[src/rtl/blkxfer_pkg.sv]
package blkxfer_pkg;

  localparam int BEAT_BYTES = 16;
  localparam int BEAT_LSB   = 4;
  localparam int DATA_W     = BEAT_BYTES * 8;
  localparam int DESC_BYTES = 8;
  localparam int DESC_W     = DESC_BYTES * 8;

  typedef enum logic [2:0] {
    S_IDLE,
    S_DESC_REQ,
    S_DESC_WAIT,
    S_RD_REQ,
    S_RD_WAIT,
    S_WR_REQ,
    S_WR_WAIT,
    S_DONE
  } xferState_t;

  // strobes from control to datapath
  typedef struct packed {
    logic loadCmd;
    logic loadDesc;
    logic captureBeat;
    logic advanceBeat;
    logic nextEntry;
    logic setErr;
  } xferCtl_t;

  // status from datapath to control
  typedef struct packed {
    logic cmdBad;
    logic descBad;
    logic lastBeat;
    logic lastEntry;
    logic isPut;
    logic isList;
  } xferSts_t;

endpackage

[src/rtl/blkxfer_datapath.sv]
module blkxfer_datapath
  import blkxfer_pkg::*;
#(
  parameter int LADDR_W     = 18,
  parameter int RADDR_W     = 32,
  parameter int SIZE_W      = 15,
  parameter int TAG_W       = 4,
  parameter int MAX_BLOCK   = 16384,
  parameter int MAX_ENTRIES = 2048
) (
  input  logic                 clk,
  input  logic                 rstN,
  input  xferCtl_t             ctl,
  input  logic                 cmdPut,
  input  logic                 cmdList,
  input  logic [TAG_W-1:0]     cmdTag,
  input  logic [LADDR_W-1:0]   cmdLocalAddr,
  input  logic [RADDR_W-1:0]   cmdRemoteAddr,
  input  logic [LADDR_W-1:0]   cmdListAddr,
  input  logic [SIZE_W-1:0]    cmdSize,
  input  logic [DATA_W-1:0]    locRspData,
  input  logic [DATA_W-1:0]    remRspData,
  output xferSts_t             sts,
  output logic [LADDR_W-1:0]   localPtr,
  output logic [RADDR_W-1:0]   remotePtr,
  output logic [LADDR_W-1:0]   descBeatAddr,
  output logic [DATA_W-1:0]    beatData,
  output logic [TAG_W-1:0]     tagQ,
  output logic                 errQ
);

  localparam int ENT_W = $clog2(MAX_ENTRIES + 1);
  localparam int HALF_W = BEAT_LSB - 3;
  localparam logic [SIZE_W-1:0] MAX_BLOCK_V   = SIZE_W'(MAX_BLOCK);
  localparam logic [SIZE_W-1:0] MAX_ENTRIES_V = SIZE_W'(MAX_ENTRIES);
  localparam logic [31:0]       MAX_DESC_V    = 32'(MAX_BLOCK);

  logic [LADDR_W-1:0] listPtr;
  logic [SIZE_W-1:0]  bytesLeft;
  logic [ENT_W-1:0]   entriesLeft;
  logic               isPut;
  logic               isList;

  // issue-time checks on the offered command
  logic sizeBad, singleBad, listBad;
  always_comb begin
    sizeBad   = (cmdSize == '0) || (cmdSize > MAX_BLOCK_V) ||
                (cmdSize[BEAT_LSB-1:0] != '0);
    singleBad = sizeBad || (cmdLocalAddr[BEAT_LSB-1:0] != '0) ||
                (cmdRemoteAddr[BEAT_LSB-1:0] != '0);
    listBad   = (cmdSize < SIZE_W'(2)) || (cmdSize > MAX_ENTRIES_V) ||
                (cmdListAddr[2:0] != 3'b000) ||
                (cmdLocalAddr[BEAT_LSB-1:0] != '0);
  end

  // descriptor picked out of the returned beat
  logic [HALF_W-1:0] descHalf;
  logic [DESC_W-1:0] descWord;
  logic [31:0]       descRemote;
  logic [31:0]       descSize;
  logic              descBad;

  always_comb begin
    descHalf   = listPtr[BEAT_LSB-1:3];
    descWord   = locRspData[descHalf*DESC_W +: DESC_W];
    descRemote = descWord[31:0];
    descSize   = descWord[63:32];
    descBad    = (descSize == 32'd0) || (descSize > MAX_DESC_V) ||
                 (descSize[BEAT_LSB-1:0] != '0) ||
                 (descRemote[BEAT_LSB-1:0] != '0);
  end

  always_ff @(posedge clk) begin
    if (!rstN) begin
      localPtr    <= '0;
      remotePtr   <= '0;
      listPtr     <= '0;
      bytesLeft   <= '0;
      entriesLeft <= '0;
      isPut       <= 1'b0;
      isList      <= 1'b0;
      tagQ        <= '0;
      errQ        <= 1'b0;
      beatData    <= '0;
    end else begin
      if (ctl.loadCmd) begin
        localPtr    <= cmdLocalAddr;
        remotePtr   <= cmdRemoteAddr;
        listPtr     <= cmdListAddr;
        bytesLeft   <= cmdSize;
        entriesLeft <= cmdSize[ENT_W-1:0];
        isPut       <= cmdPut;
        isList      <= cmdList;
        tagQ        <= cmdTag;
        errQ        <= 1'b0;
      end
      if (ctl.setErr) begin
        errQ <= 1'b1;
      end
      if (ctl.loadDesc) begin
        remotePtr <= descRemote[RADDR_W-1:0];
        bytesLeft <= descSize[SIZE_W-1:0];
      end
      if (ctl.captureBeat) begin
        beatData <= isPut ? locRspData : remRspData;
      end
      if (ctl.advanceBeat) begin
        localPtr  <= localPtr + LADDR_W'(BEAT_BYTES);
        remotePtr <= remotePtr + RADDR_W'(BEAT_BYTES);
        bytesLeft <= bytesLeft - SIZE_W'(BEAT_BYTES);
      end
      if (ctl.nextEntry) begin
        listPtr     <= listPtr + LADDR_W'(DESC_BYTES);
        entriesLeft <= entriesLeft - ENT_W'(1);
      end
    end
  end

  always_comb begin
    sts.cmdBad    = cmdList ? listBad : singleBad;
    sts.descBad   = descBad;
    sts.lastBeat  = (bytesLeft == SIZE_W'(BEAT_BYTES));
    sts.lastEntry = (entriesLeft == ENT_W'(1));
    sts.isPut     = isPut;
    sts.isList    = isList;
    descBeatAddr  = {listPtr[LADDR_W-1:BEAT_LSB], {BEAT_LSB{1'b0}}};
  end

endmodule

[src/rtl/blkxfer_ctrl.sv]
module blkxfer_ctrl
  import blkxfer_pkg::*;
(
  input  logic     clk,
  input  logic     rstN,
  input  logic     cmdValid,
  input  logic     cmdList,
  input  xferSts_t sts,
  input  logic     locReqReady,
  input  logic     locRspValid,
  input  logic     remReqReady,
  input  logic     remRspValid,
  output xferCtl_t ctl,
  output logic     cmdReady,
  output logic     locReqValid,
  output logic     locReqWrite,
  output logic     remReqValid,
  output logic     remReqWrite,
  output logic     descPhase,
  output logic     doneValid
);

  xferState_t state, stateNext;

  logic srcReady, srcRsp, dstReady, dstRsp;

  always_comb begin
    srcReady = sts.isPut ? locReqReady : remReqReady;
    srcRsp   = sts.isPut ? locRspValid : remRspValid;
    dstReady = sts.isPut ? remReqReady : locReqReady;
    dstRsp   = sts.isPut ? remRspValid : locRspValid;
  end

  always_comb begin
    ctl       = '0;
    stateNext = state;
    unique case (state)
      S_IDLE: begin
        if (cmdValid) begin
          ctl.loadCmd = 1'b1;
          if (sts.cmdBad) begin
            ctl.setErr = 1'b1;
            stateNext  = S_DONE;
          end else begin
            stateNext = cmdList ? S_DESC_REQ : S_RD_REQ;
          end
        end
      end
      S_DESC_REQ: begin
        if (locReqReady) stateNext = S_DESC_WAIT;
      end
      S_DESC_WAIT: begin
        if (locRspValid) begin
          if (sts.descBad) begin
            ctl.setErr = 1'b1;
            stateNext  = S_DONE;
          end else begin
            ctl.loadDesc = 1'b1;
            stateNext    = S_RD_REQ;
          end
        end
      end
      S_RD_REQ: begin
        if (srcReady) stateNext = S_RD_WAIT;
      end
      S_RD_WAIT: begin
        if (srcRsp) begin
          ctl.captureBeat = 1'b1;
          stateNext       = S_WR_REQ;
        end
      end
      S_WR_REQ: begin
        if (dstReady) stateNext = S_WR_WAIT;
      end
      S_WR_WAIT: begin
        if (dstRsp) begin
          ctl.advanceBeat = 1'b1;
          if (!sts.lastBeat) begin
            stateNext = S_RD_REQ;
          end else if (sts.isList && !sts.lastEntry) begin
            ctl.nextEntry = 1'b1;
            stateNext     = S_DESC_REQ;
          end else begin
            stateNext = S_DONE;
          end
        end
      end
      S_DONE: stateNext = S_IDLE;
      default: stateNext = S_IDLE;
    endcase
  end

  always_ff @(posedge clk) begin
    if (!rstN) state <= S_IDLE;
    else       state <= stateNext;
  end

  always_comb begin
    cmdReady    = (state == S_IDLE);
    descPhase   = (state == S_DESC_REQ);
    locReqValid = descPhase ||
                  ((state == S_RD_REQ) && sts.isPut) ||
                  ((state == S_WR_REQ) && !sts.isPut);
    locReqWrite = (state == S_WR_REQ) && !sts.isPut;
    remReqValid = ((state == S_RD_REQ) && !sts.isPut) ||
                  ((state == S_WR_REQ) && sts.isPut);
    remReqWrite = (state == S_WR_REQ) && sts.isPut;
    doneValid   = (state == S_DONE);
  end

endmodule

[src/rtl/blkxfer.sv]
module blkxfer
  import blkxfer_pkg::*;
#(
  parameter int LADDR_W     = 18,
  parameter int RADDR_W     = 32,
  parameter int SIZE_W      = 15,
  parameter int TAG_W       = 4,
  parameter int MAX_BLOCK   = 16384,
  parameter int MAX_ENTRIES = 2048
) (
  input  logic               clk,
  input  logic               rstN,
  input  logic               cmdValid,
  output logic               cmdReady,
  input  logic               cmdPut,
  input  logic               cmdList,
  input  logic [TAG_W-1:0]   cmdTag,
  input  logic [LADDR_W-1:0] cmdLocalAddr,
  input  logic [RADDR_W-1:0] cmdRemoteAddr,
  input  logic [LADDR_W-1:0] cmdListAddr,
  input  logic [SIZE_W-1:0]  cmdSize,
  output logic               locReqValid,
  input  logic               locReqReady,
  output logic               locReqWrite,
  output logic [LADDR_W-1:0] locReqAddr,
  output logic [127:0]       locReqWdata,
  input  logic               locRspValid,
  input  logic [127:0]       locRspData,
  output logic               remReqValid,
  input  logic               remReqReady,
  output logic               remReqWrite,
  output logic [RADDR_W-1:0] remReqAddr,
  output logic [127:0]       remReqWdata,
  input  logic               remRspValid,
  input  logic [127:0]       remRspData,
  output logic               doneValid,
  output logic [TAG_W-1:0]   doneTag,
  output logic               doneErr
);

  xferCtl_t           ctl;
  xferSts_t           sts;
  logic               descPhase;
  logic [LADDR_W-1:0] localPtr;
  logic [LADDR_W-1:0] descBeatAddr;
  logic [RADDR_W-1:0] remotePtr;
  logic [DATA_W-1:0]  beatData;

  blkxfer_ctrl ctrl_i (
    .clk        (clk),
    .rstN       (rstN),
    .cmdValid   (cmdValid),
    .cmdList    (cmdList),
    .sts        (sts),
    .locReqReady(locReqReady),
    .locRspValid(locRspValid),
    .remReqReady(remReqReady),
    .remRspValid(remRspValid),
    .ctl        (ctl),
    .cmdReady   (cmdReady),
    .locReqValid(locReqValid),
    .locReqWrite(locReqWrite),
    .remReqValid(remReqValid),
    .remReqWrite(remReqWrite),
    .descPhase  (descPhase),
    .doneValid  (doneValid)
  );

  blkxfer_datapath #(
    .LADDR_W    (LADDR_W),
    .RADDR_W    (RADDR_W),
    .SIZE_W     (SIZE_W),
    .TAG_W      (TAG_W),
    .MAX_BLOCK  (MAX_BLOCK),
    .MAX_ENTRIES(MAX_ENTRIES)
  ) dp_i (
    .clk          (clk),
    .rstN         (rstN),
    .ctl          (ctl),
    .cmdPut       (cmdPut),
    .cmdList      (cmdList),
    .cmdTag       (cmdTag),
    .cmdLocalAddr (cmdLocalAddr),
    .cmdRemoteAddr(cmdRemoteAddr),
    .cmdListAddr  (cmdListAddr),
    .cmdSize      (cmdSize),
    .locRspData   (locRspData),
    .remRspData   (remRspData),
    .sts          (sts),
    .localPtr     (localPtr),
    .remotePtr    (remotePtr),
    .descBeatAddr (descBeatAddr),
    .beatData     (beatData),
    .tagQ         (doneTag),
    .errQ         (doneErr)
  );

  assign locReqAddr  = descPhase ? descBeatAddr : localPtr;
  assign locReqWdata = beatData;
  assign remReqAddr  = remotePtr;
  assign remReqWdata = beatData;

endmodule

[config.mk]
export PLATFORM = sky130hd
export DESIGN_NAME = blkxfer
export DESIGN_NICKNAME = d
export VERILOG_FILES = /design/src/rtl/blkxfer_pkg.sv /design/src/rtl/blkxfer_datapath.sv /design/src/rtl/blkxfer_ctrl.sv /design/src/rtl/blkxfer.sv
export SDC_FILE = /design/constraint.sdc
export NUM_CORES = 1
export LEC_CHECK = 0
export ABC_CLOCK_PERIOD_IN_PS = 6350
export BUFFER_PORTS_ARGS = -buffer_cell sky130_fd_sc_hd__buf_4
export CORE_AREA = 2 2 262 264
export DETAILED_ROUTE_END_ITERATION = 12
export DIE_AREA = 0 0 264 266
export PLACE_DENSITY = 0.5
export SYNTH_ARGS = -nofsm -noshare
export SYNTH_HDL_FRONTEND = slang
export SYNTH_SLANG_ARGS = --single-unit
[constraint.sdc]
create_clock -name clk -period 6.35 [get_ports clk]
set_clock_uncertainty 0.1 [all_clocks]
set_input_delay 1.27 -clock clk [delete_from_list [all_inputs] [get_ports clk]]
set_output_delay 1.27 -clock clk [all_outputs]
set_load 0.05 [all_outputs]
==> impl_metrics.ini, run 1 <==
[place]
finalWeightedCongestion = 0.901
dpl_cell_area_sq_um = 18000
portBuffers = 668
hpwl_um = 58200
dp_slack_ns = 1.15

[logic_synthesis]
synthFlopType = dfxtp_1
avgSynthCellArea_sq_um = 8.28
synthMuxAreaShare_pct = 14.7
yosysTopAreaCell = dfxtp_1
synth_edf_count = 0
synth_top_family_by_area = compound AO/OA/AOI/OAI gates
ys_types = 66
synthAdderAreaFrac_pct = 0.665
ys_ff_latch = 230
synthArstFlopShare_pct = 0
synth-xor-area-share_pct = 0.266
synth-compound-area-share_pct = 21.3
yosysWarnings = 0
yosysTopAreaCellShare_pct = 34.9
postSynthCellCount = 1591
syn-num-nets = 1950
synth.area.top_cells = dfxtp_1, mux2i_1, a211oi_1, buf_4, nor2_1
synth_area_sq_um = 13200
ys_seq_area_share_pct = 34.9
synth_simple_gate_area_share_pct = 16.9

[finish]
mostFrequentLayoutCell = buf_4
final_nets = 2419
syn_to_final_growth_pct = 45.3
design_area_sq_um = 19100
n_fill_cell = 7297
final_cell_mix = buf_4, dfxtp_1, nor2_1
layout-drive-gt1-share_pct = 38.0

[setup_path]
critPathCaptureType = flip-flop
startpoint_type = input pin
path_max_fanout = 13
crit_type = in2reg
arrival_ns = 4.96
cp.required_ns = 6.74

[global_route]
grt_overflow = 0
antenna_found_initial = 20
grt_start_max_net_pins = 160
use_met1_pct = 24.5
grt_pass1_vias = 13712
met2_usage_pct = 32.1
gr-max-usage-layer = met2
grt_pass1_wl_um = 100000
use_met3_pct = 5.55
grt_util_all_layers_pct = 19.5

[drt]
drtAntennaViolNets = 0
drt_iter0_drc = 1084
drt-total-wl_um = 72800
drc = 0
first_pass_iters = 5
viasPerCell = 4.79
num_vias = 14255
wl_per_cell_um = 24.5

[timing]
period_needed_ns = 4.57
tightest_slew_ns = 1.09
tns_ns = 0
min_period_over_period_pct = 71.9
hold_viol_final = 0
slew_headroom_pct = 26.6
worst_slack_ns = 1.78
setup_violations = 0
clock.fmax_mhz = 219
drv_slew = 0
rsz0062_at_grt = no

[floorplanning]
start_util_pct = 19.4
core_sq_um = 67700
rows = 96
die_y_um = 266
ios = 669
die_area_sq_um = 70200
die_x_um = 264

[cts]
clockRootBuffer = clkbuf_16
cts.clk_slew.worst_paths_ns = 0.06
cts_tree = built
numCtsBuffers = 30
h-tree-depth = 1
cts_sinks = 230
cts.path.max_buffers = 3
postCtsHoldBufs = 0
cts_resized = 0
clk-insertion-delay-late_ns = 0.59
cts_setup_buffers = 0

[power]
p_leak_nw = 7.66
ir_drop_mv = 0.171
power.density_nw_per_um2 = 431

[min_path]
hold_path.class = reg2reg

[run_status]
outcome = completed

[job]
maxCapViolations = 0
[synthesized netlist by cell type (all sizes together) (8+ instances only)]
| library cell | count |
|---|---|
| a221oi | 10 |
| or3 | 11 |
| buf | 150 |
| mux2 | 31 |
| nand2 | 94 |
| nor4 | 30 |
| nand3 | 44 |
| mux2i | 158 |
| a211oi | 140 |
| nor3 | 34 |
| inv | 15 |
| o21ai | 69 |
| nor3b | 8 |
| a31oi | 19 |
| a21oi | 105 |
| o211ai | 9 |
| nand4 | 14 |
| clkbuf | 98 |
| nor2 | 202 |
| dfxtp | 230 |
| and3 | 13 |
[metal layers]
metal,share of wire (%),wire length (um)
met5,0.10,76
met4,2.5,1810
met3,8.5,6210
met2,47,34300
met1,42,30500
[worst max-delay path: stages]
cell and delay (ns):
buf_4 0.12, nor4_1 0.72, nand4_1 0.39, o22ai_1 0.72, nand4_1 0.66, nand2_1 0.70, a21oi_1 0.13, a211oi_1 0.24
[cells by family (layout without fill, tap and decap cells)]
logic type / count (synthesis) / count (layout)
simple gates: 478 / 478
fa+ha+maj: 7 / 7
flops: 230 / 230
other cells: 0 / 10
mux: 189 / 189
compound gates: 420 / 420
xor+xnor: 4 / 4
buf+inv: 263 / 753
[registers in the layout, indices dropped and copies added, names as in the netlist, 3 cells and up]
signal and count:
ctrl_i.state 3, dp_i.beatData 128, dp_i.bytesLeft 15, dp_i.entriesLeft 12, dp_i.listPtr 15, dp_i.localPtr 18, dp_i.remotePtr 32, dp_i.tagQ 4
[final timing paths]
kind / startpoint / end / slack (ns) / cells past startpoint
worst max-delay path: locRspData[62] / dp_i.bytesLeft[10] / 1.78 / 8
worst min-delay path: dp_i.localPtr[1] / dp_i.localPtr[1] / 0.35 / 2
worst max register to register: dp_i.listPtr[3] / dp_i.bytesLeft[10] / 2.58 / 7
worst min register to register: dp_i.localPtr[1] / dp_i.localPtr[1] / 0.35 / 2
[power breakdown]
part           leakage (nW)  switching (mW)  internal [mW]
Clock                 0.529           0.714           1.16
Combinational          5.25            2.85           1.28
Sequential             1.88           0.456           1.78
Total                  7.66            4.02           4.23
[metrics by stage]
stage	hold slack, ns	utilization [%]	total power, mW	std cells
detailed placement	0.344	26.6	6.40	2910
finish	0.352	28.3	8.25	2973
CTS	0.352	28.2	8.31	2963
global route	0.378	28.2	8.61	2971
global placement	0.338	26.6	6.37	2910
floorplan	0.332	-	5.13	1591
[cell type report]
type	count	area, sq um	share of cell area, %
Antenna cell	10	25.0	0.131
Inverter	15	61.3	0.320
Multi-Input combinational cell	1098	7100	37.1
Clock buffer	43	891	4.65
Clock inverter	10	175	0.915
Timing Repair Buffer	685	5170	27.0
Tap cell	882	1100	5.77
Sequential cell	230	4610	24.1
(Power assumes the default switching activity.)
==> run 2: changes to the inputs <==
- ABC_CLOCK_PERIOD_IN_PS: 6350 -> 4380
- clock period: 6.35 -> 4.38 ns (I/O delays scaled with it)
==> run 2 against run 1 <==
Effect of this change: critical path type is now reg2out; clock-buffer cell count shrank 3; final cell count grew 0.44%; flip-flop and latch count is the same; die area is the same; power grew 45%; hold slack is essentially flat; design area grew 0.84%; critical endpoint is now locReqAddr[4]; wire length shrank 1.0%; register-to-register slack lost 1.4 ns; worst setup slack lost 0.90 ns; clock power grew 44%.
==> impl_metrics.ini, run 2 (synthesized netlist as in run 1, its figures left out) <==
[setup_path]
endpoint = locReqAddr[4]
r2r-start = dp_i.entriesLeft[0]
r2r_end = dp_i.entriesLeft[2]
reg2reg_depth = 7
critPathTopFamily = flip-flops
path_depth = 5
critPathSlowestCell = dfxtp_1
cpPeakStageDelay_ns = 0.70
reg2reg_slack_ns = 1.16
critPathBufInv = 2
cp.required_ns = 3.40
critPathCaptureType = primary output
path_common_cell = buf_4
path_max_fanout = 18
path_cells = nand2_1 -> nor2_2 -> buf_4 -> mux2_2 -> buf_4
startpoint_type = flip-flop
crit_type = reg2out
arrival_ns = 2.52
worstSetupStartpoint = ctrl_i.state[0]

[cts]
numCtsBuffers = 30
clk-insertion-delay-late_ns = 0.58
cts_sinks = 230
postCtsHoldBufs = 0
h-tree-depth = 1
cts.path.max_buffers = 3
cts_resized = 0
cts_setup_buffers = 0
cts_tree = built
clockRootBuffer = clkbuf_16
cts.clk_slew.worst_paths_ns = 0.06

[finish]
final_cell_mix = buf_4, dfxtp_1, nor2_1
final_nets = 2433
mostFrequentLayoutCell = buf_4
multi_input_area_sq_um = 7100
syn_to_final_growth_pct = 46.5
layout-drive-gt1-share_pct = 38.6
reg_top3 = dp_i.beatData: 128 flops, dp_i.remotePtr: 32 flops, dp_i.localPtr: 18 flops
seqCellArea_sq_um = 4610
n_fill_cell = 7339
regMostFlops = dp_i.beatData
largest_register_ff_count = 128

[floorplanning]
rows = 96
core_sq_um = 67700
ios = 669
start_util_pct = 19.4
die_area_sq_um = 70200
die_y_um = 266
die_x_um = 264

[global_route]
grt_util_all_layers_pct = 19.3
grt_overflow = 0
grt_pass1_wl_um = 100000
grt_pass1_vias = 13715
antenna_found_initial = 19
grt_start_max_net_pins = 125

[place]
finalWeightedCongestion = 0.936
dp_slack_ns = 0.428
portBuffers = 668
hpwl_um = 57900

[run_status]
outcome = completed

[min_path]
hold_path.class = reg2reg

[timing]
hold_viol_final = 0
tns_ns = 0
worst_slack_ns = 0.888
setup_violations = 0
tightest_slew_ns = 0.972
min_period_over_period_pct = 79.7
slew_headroom_pct = 35.2
clock.fmax_mhz = 286
rsz0062_at_grt = no
drv_slew = 0
period_needed_ns = 3.49

[power]
ir_drop_mv = 0.253
p_leak_nw = 7.75
power.density_nw_per_um2 = 621

[drt]
drt_iter0_drc = 910
wl_per_cell_um = 24.1
drt-total-wl_um = 72100
first_pass_iters = 6
drc = 0
drtAntennaViolNets = 0
viasPerCell = 4.81
num_vias = 14354

[job]
maxCapViolations = 0
run 2: cell count changes in the layout (fill, tap and decap cells not counted), sizes merged:
cell	delta
clkinv	+2
bufinv	-1
clkinvlp	+2
clkbuf	-3
inv	+2
buf	+14
diode	-3
run 2: worst min-delay path by stage:
stage	from	to	slack (ns)	cells after the start
floorplan	dp_i.localPtr[0]	dp_i.localPtr[0]	0.33	2
global placement	dp_i.localPtr[1]	dp_i.localPtr[1]	0.34	2
detailed placement	dp_i.localPtr[2]	dp_i.localPtr[2]	0.35	2
CTS	dp_i.localPtr[2]	dp_i.localPtr[2]	0.35	2
global route	dp_i.localPtr[0]	dp_i.localPtr[0]	0.38	2
finish	dp_i.localPtr[2]	dp_i.localPtr[2]	0.35	2
run 2: area by class of cell:
type / count / share of cell area, %
Tap cell: 882 / 5.72
Antenna cell: 7 / 0.0908
Multi-Input combinational cell: 1098 / 36.8
Inverter: 15 / 0.318
Sequential cell: 230 / 23.9
Clock buffer: 40 / 4.61
Clock inverter: 15 / 0.979
Timing Repair Buffer: 699 / 27.6
run 2: routing by layer:
layer	track usage, %	vias to the layer above	part of all wire (%)
met4	5.91	14	2.4
met5	0	-	0.15
li1	-	6716	-
met1	24.2	6915	42
met3	5.84	84	8.6
met2	31.7	625	47
run 2: power by group:
| group | switching [mW] | total [mW] | internal (mW) |
|---|---|---|---|
| Sequential | 0.630 | 3.21 | 2.58 |
| Clock | 1.06 | 2.71 | 1.65 |
| Combinational | 4.16 | 6.05 | 1.89 |
| Total | 5.85 | 12.0 | 6.13 |
run 2: tightest hold or removal path: stages (launching register included):
cell and delay [ns]:
dfxtp_1 0.31, nand2_1 0.05, a21oi_1 0.05
run 2: stage by stage:
stage	cells	hold slack (ns)	area, sq um	total power [mW]	utilization, %
detailed placement	2924	0.345	18200	9.31	26.9
global route	2985	0.380	19300	12.5	28.5
finish	2986	0.353	19300	12.0	28.5
global placement	2924	0.340	18200	9.27	26.9
CTS	2979	0.354	19300	12.1	28.5
floorplan	1591	0.332	13200	7.44	-
==> run 3: changes to the inputs <==
- ABC_CLOCK_PERIOD_IN_PS: 4380 -> 2900
- PLACE_DENSITY: 0.5 -> 0.51
- clock period: 4.38 -> 2.9 ns (I/O delays scaled with it)
==> run 3 against run 2 <==
Effect of this change: core utilization up 1.1 points; worst setup slack worse by 0.78 ns; via count up 2.7%; non-clock buffer count up 66; critical path depth up 3; largest power group unchanged.
==> impl_metrics.ini, run 3 (synthesized netlist as in run 1, its figures left out) <==
[floorplanning]
rows = 96
core_sq_um = 67700
die_area_sq_um = 70200
die_x_um = 264
die_y_um = 266
start_util_pct = 19.4
ios = 669

[timing]
slew_headroom_pct = 22.5
tns_ns = 0
hold_viol_final = 0
drv_slew = 0
period_needed_ns = 2.80
min_period_over_period_pct = 96.4
setup_violations = 0
tightest_slew_ns = 1.16
rsz0062_at_grt = no
worst_slack_ns = 0.105
clock.fmax_mhz = 358

[min_path]
hold_path.class = in2reg
whs_path_depth = 3
hold_path_end = dp_i.listPtr[11]
worstHoldStart = cmdListAddr[11]

[setup_path]
r2r-start = dp_i.bytesLeft[6]
reg2reg_slack_ns = 0.15
reg2reg_depth = 8
path_max_fanout = 7
crit_type = reg2out
cp.required_ns = 2.22
r2r_end = dp_i.listPtr[9]
critPathCaptureType = primary output
startpoint_type = flip-flop
arrival_ns = 2.12

[cts]
cts_tree = built
cts.path.max_buffers = 3
cts.clk_slew.worst_paths_ns = 0.06
numCtsBuffers = 30
clk-insertion-delay-late_ns = 0.59
clockRootBuffer = clkbuf_16
h-tree-depth = 1
cts_sinks = 230

[finish]
stdcell_count = 3058
layout-drive-gt1-share_pct = 40.5
largest_register_ff_count = 128
final_nets = 2499
reg_top3 = dp_i.beatData: 128 flops, dp_i.remotePtr: 32 flops, dp_i.localPtr: 18 flops
n_fill_cell = 7230
multi_input_area_sq_um = 7180
final_cell_mix = buf_4, dfxtp_1, nor2_1
syn_to_final_growth_pct = 52.1
regMostFlops = dp_i.beatData
mostFrequentLayoutCell = buf_4
seqCellArea_sq_um = 4620

[drt]
num_vias = 14744
drtAntennaViolNets = 0
drt_iter0_drc = 1007
wl_per_cell_um = 24.4
drc = 0
first_pass_iters = 7
drt-total-wl_um = 74600
viasPerCell = 4.82

[place]
placed_cells = 2981
dp_slack_ns = -0.230
finalWeightedCongestion = 0.910
portBuffers = 668
hpwl_um = 59800

[global_route]
grt_pass1_vias = 14045
grt_start_max_net_pins = 103
grt_overflow = 0
grt_pass1_wl_um = 102000
grt_util_all_layers_pct = 19.8
antenna_found_initial = 24

[power]
power.density_nw_per_um2 = 915
ir_drop_mv = 0.495
power_mw = 18.3
p_leak_nw = 8.13

[run_status]
outcome = completed

[job]
maxCapViolations = 0
==> run 3: layout make-up <==
type	count	share of cell area [%]
Multi-Input combinational cell	1098	35.8
Tap cell	882	5.51
Clock buffer	48	4.65
Clock inverter	7	0.319
Timing Repair Buffer	765	30.2
Antenna cell	13	0.162
Inverter	15	0.319
Sequential cell	230	23.0
==> run 3: power by group <==
part / internal [mW] / switching (mW)
clock: 2.27 / 1.58
combinational: 3.19 / 6.50
sequential: 3.90 / 0.880
total: 9.37 / 8.96
==> run 3: critical path, stage by stage, from the launching register on <==
cell and delay (ns):
dfxtp_4 0.36, buf_6 0.14, inv_4 0.07, nand2_2 0.08
nor2_4 0.16, buf_12 0.13, buf_16 0.13, mux2_4 0.31
buf_8 0.15
==> run 3: per-layer routing <==
layer | up-vias | global-route usage, % | wire length [um]
li1 | 6847 | - | -
met1 | 7140 | 25.4 | 31500
met2 | 633 | 32.2 | 34700
met3 | 110 | 5.07 | 5810
met4 | 14 | 6.82 | 2470
met5 | - | 0 | 85
==> run 3: worst max-delay path by stage <==
| stage | from | end |
|---|---|---|
| 3_5_place_dp | locRspData[3] | dp_i.remotePtr[15] |
| 4_1_cts | ctrl_i.state[1] | locReqAddr[7] |
| 2_1_floorplan | ctrl_i.state[0] | locReqAddr[11] |
| 3_3_place_gp | locRspData[3] | dp_i.bytesLeft[11] |
| 6_report | ctrl_i.state[1] | locReqAddr[9] |
| 5_1_grt | ctrl_i.state[2] | dp_i.bytesLeft[14] |
==> run 3: what timing repair did <==
action / 4_1_cts / 5_1_grt
setup endpoints to repair: 14 / 20
buffers inserted: 3 / 5
hold buffers: 0 / 0
endpoints found under the hold margin: 0 / 0
pin swaps: 1 / 2
resized for setup: 26 / 27
gates cloned: 1 / 1
==> run 3: metrics by stage <==
stage / hold slack [ns] / area (sq um) / util (%)
finish: 0.126 / 20000 / 29.6
global route: 0.122 / 20000 / 29.6
CTS: 0.0973 / 19900 / 29.3
detailed placement: 0.346 / 18700 / 27.7
global placement: 0.340 / 18700 / 27.7
floorplan: 0.332 / 13200 / -
